==> src/rtl/lpm_pkg.sv <==
package lpm_pkg;
    localparam int ADDRW  = 32;
    localparam int STRIDE = 8;
    localparam int LEVELS = ADDRW / STRIDE;
    localparam int LVLW   = $clog2(LEVELS);
    localparam int PTRW   = 8;
    localparam int HOPW   = 6;
    localparam int MAW    = PTRW + STRIDE;
    localparam int MDW    = 2 + HOPW + PTRW;

    typedef enum logic [1:0] {
        ENG_IDLE = 2'd0,
        ENG_REQ  = 2'd1,
        ENG_WAIT = 2'd2,
        ENG_DONE = 2'd3
    } eng_state_e;

    typedef struct packed {
        logic            has_child;
        logic            has_hop;
        logic [HOPW-1:0] hop;
        logic [PTRW-1:0] child;
    } node_t;
endpackage

==> src/rtl/lpm_walk_engine.sv <==
module lpm_walk_engine
    import lpm_pkg::*;
#(
    parameter int TW = 8
) (
    input  logic             clk,
    input  logic             rst_n,
    input  logic             start,
    input  logic [ADDRW-1:0] start_addr,
    input  logic [TW-1:0]    start_tag,
    input  logic             grant,
    input  logic             rd_valid,
    input  logic [MDW-1:0]   rd_data,
    input  logic             res_ack,
    output logic             idle,
    output logic             want_mem,
    output logic             done,
    output logic             busy,
    output logic [MAW-1:0]   mem_addr,
    output logic [HOPW-1:0]  res_hop,
    output logic [TW-1:0]    res_tag
);
    eng_state_e        state_q, state_d;
    logic [ADDRW-1:0]  addr_q;
    logic [TW-1:0]     tag_q;
    logic [LVLW-1:0]   lvl_q;
    logic [PTRW-1:0]   ptr_q;
    logic [HOPW-1:0]   hop_q;
    logic [STRIDE-1:0] cur_byte;
    node_t             node;
    logic              last_lvl;
    logic              descend;

    assign node     = node_t'(rd_data);
    assign last_lvl = (lvl_q == LVLW'(LEVELS - 1));
    assign descend  = node.has_child && !last_lvl;
    assign cur_byte = addr_q[ADDRW - STRIDE - STRIDE * int'(lvl_q) +: STRIDE];

    // state register
    always_ff @(posedge clk) begin
        if (!rst_n) state_q <= ENG_IDLE;
        else        state_q <= state_d;
    end

    // transitions: dispatch, grant, descend, finish, deliver
    always_comb begin
        state_d = state_q;
        unique case (state_q)
            ENG_IDLE: if (start)    state_d = ENG_REQ;
            ENG_REQ:  if (grant)    state_d = ENG_WAIT;
            ENG_WAIT: if (rd_valid) state_d = descend ? ENG_REQ : ENG_DONE;
            ENG_DONE: if (res_ack)  state_d = ENG_IDLE;
            default:                state_d = ENG_IDLE;
        endcase
    end

    // walk datapath
    always_ff @(posedge clk) begin
        if (!rst_n) begin
            addr_q <= '0;
            tag_q  <= '0;
            lvl_q  <= '0;
            ptr_q  <= '0;
            hop_q  <= '0;
        end else if (state_q == ENG_IDLE && start) begin
            addr_q <= start_addr;
            tag_q  <= start_tag;
            lvl_q  <= '0;
            ptr_q  <= '0;
            hop_q  <= '0;
        end else if (state_q == ENG_WAIT && rd_valid) begin
            if (node.has_hop) hop_q <= node.hop;
            if (descend) begin
                ptr_q <= node.child;
                lvl_q <= lvl_q + 1'b1;
            end
        end
    end

    // outputs
    always_comb begin
        idle     = (state_q == ENG_IDLE);
        want_mem = (state_q == ENG_REQ);
        done     = (state_q == ENG_DONE);
        busy     = (state_q != ENG_IDLE);
        mem_addr = {ptr_q, cur_byte};
        res_hop  = hop_q;
        res_tag  = tag_q;
    end

    assert_start_when_idle_R2: assert property (@(posedge clk) disable iff (!rst_n)
        start |-> state_q == ENG_IDLE);
    assert_data_in_wait_R5: assert property (@(posedge clk) disable iff (!rst_n)
        rd_valid |-> state_q == ENG_WAIT);
    assert_ack_done_R6: assert property (@(posedge clk) disable iff (!rst_n)
        res_ack |-> state_q == ENG_DONE);
endmodule

==> src/rtl/lpm_mem_arb.sv <==
module lpm_mem_arb #(
    parameter int N   = 8,
    parameter int LAT = 3,
    localparam int IW = (N > 1) ? $clog2(N) : 1
) (
    input  logic          clk,
    input  logic          rst_n,
    input  logic [N-1:0]  req,
    output logic [N-1:0]  gnt,
    output logic          gnt_any,
    output logic [IW-1:0] gnt_idx,
    output logic [N-1:0]  rd_route
);
    logic [IW-1:0]  rr_q;
    logic [LAT-1:0] pv_q;
    logic [IW-1:0]  pidx_q [LAT];

    // round-robin pick starting at the pointer
    always_comb begin
        gnt     = '0;
        gnt_any = 1'b0;
        gnt_idx = '0;
        for (int off = 0; off < N; off++) begin
            int idx;
            idx = int'(rr_q) + off;
            if (idx >= N) idx = idx - N;
            if (!gnt_any && req[idx]) begin
                gnt[idx] = 1'b1;
                gnt_any  = 1'b1;
                gnt_idx  = IW'(idx);
            end
        end
    end

    always_ff @(posedge clk) begin
        if (!rst_n)       rr_q <= '0;
        else if (gnt_any) rr_q <= (int'(gnt_idx) == N - 1) ? '0 : gnt_idx + 1'b1;
    end

    // engine-index pipeline matching the memory latency
    always_ff @(posedge clk) begin
        if (!rst_n) begin
            pv_q <= '0;
            for (int s = 0; s < LAT; s++) pidx_q[s] <= '0;
        end else begin
            pv_q[0]   <= gnt_any;
            pidx_q[0] <= gnt_idx;
            for (int s = 1; s < LAT; s++) begin
                pv_q[s]   <= pv_q[s-1];
                pidx_q[s] <= pidx_q[s-1];
            end
        end
    end

    always_comb begin
        rd_route = '0;
        if (pv_q[LAT-1]) rd_route[pidx_q[LAT-1]] = 1'b1;
    end

    assert_one_grant_R4: assert property (@(posedge clk) disable iff (!rst_n)
        $onehot0(gnt));
endmodule

==> src/rtl/lpm_result_collect.sv <==
module lpm_result_collect
    import lpm_pkg::*;
#(
    parameter int N  = 8,
    parameter int TW = 8,
    localparam int IW = (N > 1) ? $clog2(N) : 1
) (
    input  logic            clk,
    input  logic            rst_n,
    input  logic [N-1:0]    done,
    input  logic [HOPW-1:0] hops [N],
    input  logic [TW-1:0]   tags [N],
    input  logic            any_busy,
    output logic [N-1:0]    ack,
    output logic            res_valid,
    output logic [IW-1:0]   res_engine,
    output logic [HOPW-1:0] res_hop,
    output logic [TW-1:0]   res_tag,
    output logic [31:0]     lookup_count,
    output logic [31:0]     busy_cycles
);
    // lowest-numbered finished engine wins
    always_comb begin
        ack        = '0;
        res_valid  = 1'b0;
        res_engine = '0;
        res_hop    = '0;
        res_tag    = '0;
        for (int i = N - 1; i >= 0; i--) begin
            if (done[i]) begin
                res_valid  = 1'b1;
                res_engine = IW'(i);
                res_hop    = hops[i];
                res_tag    = tags[i];
            end
        end
        if (res_valid) ack[res_engine] = 1'b1;
    end

    always_ff @(posedge clk) begin
        if (!rst_n) begin
            lookup_count <= '0;
            busy_cycles  <= '0;
        end else begin
            if (res_valid) lookup_count <= lookup_count + 1;
            if (any_busy)  busy_cycles  <= busy_cycles + 1;
        end
    end

    assert_busy_stable_R9: assert property (@(posedge clk) disable iff (!rst_n)
        !any_busy |=> $stable(busy_cycles));
endmodule

==> src/rtl/lpm_engine_ctrl.sv <==
module lpm_engine_ctrl
    import lpm_pkg::*;
#(
    parameter int NENG    = 8,
    parameter int DEF_ENG = 4,
    parameter int LAT     = 3,
    parameter int TW      = 8,
    localparam int IW = (NENG > 1) ? $clog2(NENG) : 1,
    localparam int CW = $clog2(NENG + 1)
) (
    input  logic             clk,
    input  logic             rst_n,
    input  logic             cfg_we,
    input  logic [CW-1:0]    cfg_count,
    input  logic             req_valid,
    input  logic [ADDRW-1:0] req_addr,
    input  logic [TW-1:0]    req_tag,
    output logic             req_ready,
    output logic             mem_rd,
    output logic [MAW-1:0]   mem_addr,
    input  logic [MDW-1:0]   mem_rdata,
    output logic             res_valid,
    output logic [IW-1:0]    res_engine,
    output logic [HOPW-1:0]  res_hop,
    output logic [TW-1:0]    res_tag,
    output logic [31:0]      lookup_count,
    output logic [31:0]      busy_cycles
);
    logic [CW-1:0]   cnt_q;
    logic [NENG-1:0] en_mask, eng_idle, eng_req, eng_done, eng_busy;
    logic [NENG-1:0] start_vec, gnt_vec, route_vec, ack_vec;
    logic [MAW-1:0]  eng_addr [NENG];
    logic [HOPW-1:0] eng_hop  [NENG];
    logic [TW-1:0]   eng_tag  [NENG];
    logic            gnt_any;
    logic [IW-1:0]   gnt_idx;

    // enable count register, clamped to 1..NENG
    always_ff @(posedge clk) begin
        if (!rst_n) cnt_q <= CW'(DEF_ENG);
        else if (cfg_we) begin
            if (cfg_count == '0)                cnt_q <= CW'(1);
            else if (int'(cfg_count) > NENG)    cnt_q <= CW'(NENG);
            else                                cnt_q <= cfg_count;
        end
    end

    always_comb begin
        for (int i = 0; i < NENG; i++) en_mask[i] = (i < int'(cnt_q));
    end

    // dispatch to lowest idle enabled engine
    always_comb begin
        logic found;
        found     = 1'b0;
        start_vec = '0;
        for (int i = 0; i < NENG; i++) begin
            if (!found && eng_idle[i] && en_mask[i]) begin
                found        = 1'b1;
                start_vec[i] = req_valid;
            end
        end
        req_ready = found;
    end

    for (genvar g = 0; g < NENG; g++) begin : g_eng
        lpm_walk_engine #(.TW(TW)) u_eng (
            .clk        (clk),
            .rst_n      (rst_n),
            .start      (start_vec[g]),
            .start_addr (req_addr),
            .start_tag  (req_tag),
            .grant      (gnt_vec[g]),
            .rd_valid   (route_vec[g]),
            .rd_data    (mem_rdata),
            .res_ack    (ack_vec[g]),
            .idle       (eng_idle[g]),
            .want_mem   (eng_req[g]),
            .done       (eng_done[g]),
            .busy       (eng_busy[g]),
            .mem_addr   (eng_addr[g]),
            .res_hop    (eng_hop[g]),
            .res_tag    (eng_tag[g])
        );
    end

    lpm_mem_arb #(.N(NENG), .LAT(LAT)) u_arb (
        .clk      (clk),
        .rst_n    (rst_n),
        .req      (eng_req),
        .gnt      (gnt_vec),
        .gnt_any  (gnt_any),
        .gnt_idx  (gnt_idx),
        .rd_route (route_vec)
    );

    assign mem_rd   = gnt_any;
    assign mem_addr = eng_addr[gnt_idx];

    lpm_result_collect #(.N(NENG), .TW(TW)) u_col (
        .clk          (clk),
        .rst_n        (rst_n),
        .done         (eng_done),
        .hops         (eng_hop),
        .tags         (eng_tag),
        .any_busy     (|eng_busy),
        .ack          (ack_vec),
        .res_valid    (res_valid),
        .res_engine   (res_engine),
        .res_hop      (res_hop),
        .res_tag      (res_tag),
        .lookup_count (lookup_count),
        .busy_cycles  (busy_cycles)
    );

    assert_ready_needs_enabled_idle_R1: assert property (@(posedge clk) disable iff (!rst_n)
        req_ready |-> (eng_idle & en_mask) != '0);
endmodule

==> config.mk <==
export PLATFORM = sky130hd
export DESIGN_NAME = lpm_engine_ctrl
export DESIGN_NICKNAME = d
export VERILOG_FILES = /design/src/rtl/lpm_pkg.sv /design/src/rtl/lpm_walk_engine.sv /design/src/rtl/lpm_mem_arb.sv /design/src/rtl/lpm_result_collect.sv /design/src/rtl/lpm_engine_ctrl.sv
export SDC_FILE = /design/constraint.sdc
export NUM_CORES = 1
export LEC_CHECK = 0
export BUFFER_PORTS_ARGS = -buffer_cell sky130_fd_sc_hd__buf_2
export CAP_MARGIN = 5
export CORE_ASPECT_RATIO = 1.5
export CORE_MARGIN = 5
export CORE_UTILIZATION = 45
export CTS_CLUSTER_DIAMETER = 60
export CTS_CLUSTER_SIZE = 12
export DETAILED_ROUTE_END_ITERATION = 8
export PLACE_DENSITY = 0.66
export SYNTH_ARGS = -nofsm -noshare
export SYNTH_HDL_FRONTEND = slang
export SYNTH_HIERARCHICAL = 1
export SYNTH_SLANG_ARGS = --single-unit
export TNS_END_PERCENT = 30
==> constraint.sdc <==
create_clock -name clk -period 7.1 [get_ports clk]
set_clock_uncertainty 0.05 [all_clocks]
set_input_delay 2.13 -clock clk [delete_from_list [all_inputs] [get_ports clk]]
set_output_delay 2.13 -clock clk [all_outputs]
set_load 0.1 [all_outputs]
Word level (Yosys, flattened, before mapping)
Memories as Yosys holds them, arrays and structs flattened.
Cells that the tools add are included.
Widths: inputs -> output; s select.
- bits in registers: 538
- latch bits: 0
- bits in writable memories: 9
- ROM bits: 0
- word-level logic and storage cells: 524
- memories: 1
- add/sub/neg operators: 34
- multiply operators: 0
- div/mod/pow operators: 0
- order comparisons: 38
- equality and inequality tests: 65
- shift-type cells: 8
- multiplexer cells: 185
- bitwise gates (word level): 12
- reductions and logical operators: 128
- memories (name ; words ; bits a word ; rd ports ; clocked after memory_dff ; write ports ; line ; RTL):
    u_arb.pidx_q ; 3 ; 3 ; 3 ; 0 ; 3 ; lpm_mem_arb.sv:16 ; logic [IW-1:0] pidx_q [LAT];
- operator list (kind ; number):
    $ge 32x1->1 const B ; 8
    $lt 32x5->1 const B ; 8
    $mux 32 ; 8
    $shiftx 32x32->8 ; 8
    $ge 32x5->1 const B ; 7
    $sub 32x5->32 const B ; 7
    $mux 8 ; 18
    $mux 2 ; 40
    $add 32x1->32 const B ; 2
    $pmux 2 s4 ; 8
    $mux 1 ; 60
    $mux 3 ; 20
    $logic_and 1x1->1 ; 56
    $or 8x8->8 ; 7
    $bmux 16 s3 ; 1
    $eq 2x2->1 const B ; 24
    $mux 6 ; 8
    $ne 2x2->1 const B ; 24
    $sub 5x5->6 const A ; 8
    $mux 16 ; 2
    $reduce_and 2->1 ; 16
    $reduce_and 4->1 ; 8
    $demux 1 s3 ; 10
    $bmux 1 s3 ; 8
    other kinds (27) ; 104

Depth between registers and ports, before layout
- depth after elaboration: 33
- gate-level depth with buffers: 19
- mapped depth without buffers: 13

Modules after synthesis
Netlist, hierarchy kept.
- modules (own cells, without submodules) (module ; times used ; cells an instance ; area an instance (µm²) ; sequential area each (µm²)):
    lpm_walk_engine ; 8 ; 273 ; 2479.9 ; 1161.1
    lpm_result_collect ; 1 ; 498 ; 3903.7 ; 1281.2
    lpm_mem_arb ; 1 ; 243 ; 2137.0 ; 300.3
    lpm_engine_ctrl ; 1 ; 118 ; 1514.0 ; 80.1

Least setup slack after synthesis
OpenSTA, ideal clock, no wires.
- path kind: register to output
- start: register u_arb.rr_q[0]
- end: output port mem_addr[12]
- data arrival time: 4959 ps
- required time: 4920 ps
- slack: -39 ps
- stages on the path, launching flop included: 17
- cells stage by stage: dfxtp_1 -> buf_2 -> inv_1 -> buf_1 -> clkbuf_1 -> ha_1 -> buf_6 -> mux2_4 -> mux4_2 -> o32a_4 -> buf_6 -> o311a_1 -> a32o_1 -> a21oi_1 -> buf_1 -> mux4_2 -> mux2_2
- longest elaborated chain between the ends: 31
- RTL lines (what ; line ; RTL):
    start, declared ; lpm_mem_arb.sv:14 ; logic [IW-1:0] rr_q;
    start signal, assigned ; lpm_mem_arb.sv:37 ; else if (gnt_any) rr_q <= (int'(gnt_idx) == N - 1) ? '0 : gnt_idx + 1'b1;
    parallel branches: the longest is 26 deep, another holds $sub 32x5->32 ; n/a ;
    $mux 3 (*) ; lpm_mem_arb.sv:27 ; if (!gnt_any && req[idx]) begin
    net gnt_idx[1] ; lpm_engine_ctrl.sv:36 ; logic [IW-1:0] gnt_idx;
    $not 3->4 (not written as such) (*) ; lpm_engine_ctrl.sv:98 ; assign mem_addr = eng_addr[gnt_idx];
    $bmux 16 s3 (*) ; lpm_engine_ctrl.sv:98 ;
    $mux 16 (not written as such) (*) (2 in series) ; lpm_engine_ctrl.sv:98 ;
    end, declared ; lpm_engine_ctrl.sv:20 ; output logic [MAW-1:0] mem_addr,
Mark *: on every way through the listed nets, which the timed path passes. The select of a mux whose other input is x is not followed.

Final worst setup path
- start: register u_arb.rr_q[0]
- end: output port mem_addr[13]
The elaborated chain is that of the path after synthesis.

==> impl_metrics.py <==
metrics = {
    "yosys": {
        "ys_seq_elements": 547,
        "yosys_warnings": 6,
        "syn_nets": 3128,
        "netlist.area_leader.share_pct": 40.0,
        "yosys_most_used_dff": "dfxtp_1",
        "synthDistinctLibCells": 86,
        "syn_inst": 3043,
        "synthAdderAreaFrac_pct": 0.959,
        "synth_largest_area_cell": "dfxtp_1",
        "synth_top_family_by_area": "simple AND/OR/NAND/NOR gates",
        "async_flop_share_pct": 0,
        "synthTopCellsByArea": "dfxtp_1, nand2_1, a21boi_1",
        "syn_area_um2": 27400,
        "yosys.area_share.simple_pct": 20.9,
        "synth-xor-area-share_pct": 1.73,
        "synth_mux_area_share_pct": 13.1,
        "synth_compound_area_share_pct": 17.9,
        "synth-edff-count": 0,
        "avgSynthCellArea_um2": 9.00,
        "ys_seq_area_share_pct": 40.0,
    },
    "timing": {
        "max_freq_mhz": 143,
        "worst_pin_slew_ns": 1.23,
        "hold-worst-slack_ns": 0.385,
        "grt_setup_unrepaired": "true",
        "finalCriticalPeriod_ns": 6.98,
        "setup_viol": 0,
        "hold_violations": 0,
        "post-route-period-util_pct": 98.4,
        "maxSlewHeadroom_pct": 18.2,
        "finalMaxSlewViolations": 0,
        "fin_setup_tns_ns": 0,
    },
    "worst_hold_path": {
        "min_path_type": "reg2reg",
        "hp-start": "u_arb/pidx_q[0][4]",
        "worstHoldEndpoint": "u_arb/pidx_q[0][7]",
        "hold_depth": 1,
    },
    "drt": {
        "wl_um": 90900,
        "routedWlPerCell_um": 23.4,
        "vias": 23400,
        "drc": 0,
        "drt_iter0_drc": 2034,
        "ant_nets": 0,
        "dr.pass1.iters": 6,
        "viasPerCell": 6.03,
    },
    "power_and_ir_drop": {
        "p_seq_share_pct": 44.7,
        "ir_drop_mv": 0.292,
        "p_sw_share_pct": 30.8,
        "p_comb_share_pct": 20.8,
        "power.net_switching_w": 0.00222,
        "p_total_w": 0.00721,
        "p_int_w": 0.00499,
        "p_clk_share_pct": 34.5,
        "cellLeakagePower_nw": 10.9,
        "power.density_nw_per_um2": 241,
    },
    "worst_setup_path": {
        "cp-end-kind": "output pin",
        "critPathArrivalTime_ns": 4.80,
        "worst_path_most_repeated_cell": "mux4_2",
        "worstReg2RegEnd": "u_arb/rr_q[0]",
        "criticalPathCategory": "reg2out",
        "path_cells": "inv_1, ha_4, mux2_1, mux4_2, o32a_4, or3_1, a32o_1, a21oi_4, buf_12, clkbuf_16, mux4_2, mux2_2, buf_2",
        "required_ns": 4.92,
        "critPathBufInv": 4,
        "r2r-start": "u_arb/rr_q[0]",
        "crit_family": "multiplexers",
        "startpoint_type": "flip-flop",
        "critPathSlowestCell": "mux4_2",
        "r2r_setup_slack_ns": 2.71,
        "crit_path_max_incr_delay_ns": 0.54,
        "worst-r2r-cell-count": 15,
        "crit_fanout": 16,
    },
    "global_routing": {
        "grt_max_degree": 142,
        "grt_antenna_before_repair": 16,
        "grt_pass1_wl_um": 136000,
        "grt_pass1_vias": 23000,
        "grtUsageTotal_pct": 26.2,
        "grt-ovfl-total": 0,
    },
    "clocking": {
        "clk_pin_slew_ns": 0.06,
        "cts_htree_levels": 2,
        "cts_tree": "built",
        "cts_buffer_depth": 3,
        "hold_buffers": 0,
        "clock_latency_ns": 0.61,
        "numCtsBuffers": 52,
        "clkSinkCount": 547,
        "root_buffer": "clkbuf_16",
    },
    "place": {
        "place_hpwl_um": 61400,
        "port_buffers": 163,
        "gp_congestion": 0.921,
    },
    "layout": {
        "drive_gt1_share_pct": 15.5,
        "layout.nets": 3165,
        "layout_commonest_cell": "nand2_1",
        "final_cell_mix": "nand2_1, dfxtp_1, a21boi_1, nor2_1, buf_2",
        "syn2layout_area_growth_pct": 9.31,
    },
    "floorplan": {
        "initial_core_util_pct": 45.5,
        "row_count": 110,
        "io_pins": 164,
        "core_area_um2": 60100,
        "die_w_um": 211,
        "die-area_um2": 66000,
        "die_h_um": 312,
    },
    "flow_run": {
        "maxCapViolCount": 0,
    },
    "status": {
        "status": "finished clean",
    },
}
-- layer usage --
layer	GRT usage (%)	up-vias	wire, µm
met5	0	-	25
met4	14.7	4	5500
met3	3.84	303	5880
met2	46.2	978	45700
met1	30.0	11400	33700
li1	-	10700	-
-- state kept, by name (all words and copies together), names as in the netlist --
signal	cells
cnt_q	4
g_eng.u_eng/addr_q	256
g_eng.u_eng/lvl_q	16
g_eng.u_eng/ptr_q	64
g_eng.u_eng/res_hop	48
g_eng.u_eng/res_tag	64
g_eng.u_eng/state_q	16
u_arb/pidx_q	9
u_arb/pv_q	3
u_arb/rr_q	3
u_col/busy_cycles	32
u_col/lookup_count	32
-- synthesized netlist by cell type, types with 17 or more instances --
library cell / instances
nand2_1: 705
or3_1: 18
buf_6: 46
o22ai_1: 22
ha_1: 21
a221oi_1: 18
mux2i_1: 59
nor4_1: 17
o31ai_1: 18
nor3_1: 26
clkbuf_1: 107
o21ai_0: 99
inv_1: 37
nor2_1: 159
o211ai_1: 18
mux2_2: 29
nand2b_1: 20
mux4_2: 84
mux4_1: 28
dfxtp_1: 547
buf_2: 66
nor2b_1: 33
a21boi_1: 328
nand4_1: 22
nand3_1: 101
and2_1: 24
xor2_1: 26
a21oi_1: 134
xnor2_1: 28
-- kinds of logic (layout without fill, tap and decap cells) --
kind of cell / after synthesis / count (layout)
simple gates: 1225 / 1225
compound gates: 716 / 718
flops: 547 / 547
buf+inv: 276 / 316
mux: 204 / 204
xor+xnor: 54 / 54
fa+ha+maj: 21 / 21
other cells: 0 / 11
-- what timing repair did --
item	CTS	global route
gates cloned	0	5
buffers inserted	0	7
pin swaps	2	3
endpoints found under the hold margin	0	0
setup endpoints to repair	16	16
resized for setup	10	27
-- stage by stage --
stage	utilization [%]	cells	setup WS [ns]	area [µm²]
after floorplan	-	3043	0.0987	27400
after global placement	47.0	3798	0.335	28300
after detailed placement	47.0	3798	0.227	28300
after CTS	49.4	3857	0.0249	29700
after global routing	49.8	3876	-0.00139	29900
final	49.8	3880	0.116	29900
-- worst max path at each step --
| stage | to | startpoint | cells after the start |
|---|---|---|---|
| 3_3_place_gp | mem_addr[3] | u_arb/rr_q[1] | 12 |
| 4_1_cts | mem_addr[15] | g_eng[3].u_eng/state_q[1] | 11 |
| 5_1_grt | mem_addr[4] | u_arb/rr_q[0] | 13 |
| 3_5_place_dp | mem_addr[3] | u_arb/rr_q[1] | 12 |
| 2_1_floorplan | mem_addr[13] | u_arb/rr_q[0] | 16 |
| 6_report | mem_addr[13] | u_arb/rr_q[0] | 13 |
-- power groups by stage --
stage          clock, W  combinational, W  sequential, W
2_1_floorplan         0          0.000982        0.00331
3_3_place_gp          0           0.00131        0.00328
3_5_place_dp          0           0.00133        0.00329
4_1_cts         0.00255           0.00135        0.00322
5_1_grt         0.00265           0.00157        0.00323
6_report        0.00249           0.00150        0.00322
-- worst reg2reg max path, stage by stage (launching register included) --
cell and delay [ns]:
dfxtp_1 0.35, inv_1 0.09, ha_4 0.33, mux2_1 0.36, mux4_2 0.54, o32a_4 0.44
buf_4 0.16, nor4_4 0.30, a22o_1 0.30, a21oi_4 0.05, buf_12 0.18, clkbuf_16 0.19
ha_1 0.20, ha_1 0.21, o31ai_1 0.29, a31o_1 0.27
-- layout make-up --
class / instances / area, µm²
diodes: 11 / 27.5
well taps: 784 / 981
repair buffers: 219 / 1370
flip-flops and latches: 547 / 11000
clock inverters: 6 / 66.3
fillers: 5516 / 30200
clock buffers: 53 / 1320
multi-input cells: 2222 / 15100
inverters: 38 / 143
(Power assumes the default switching activity.)
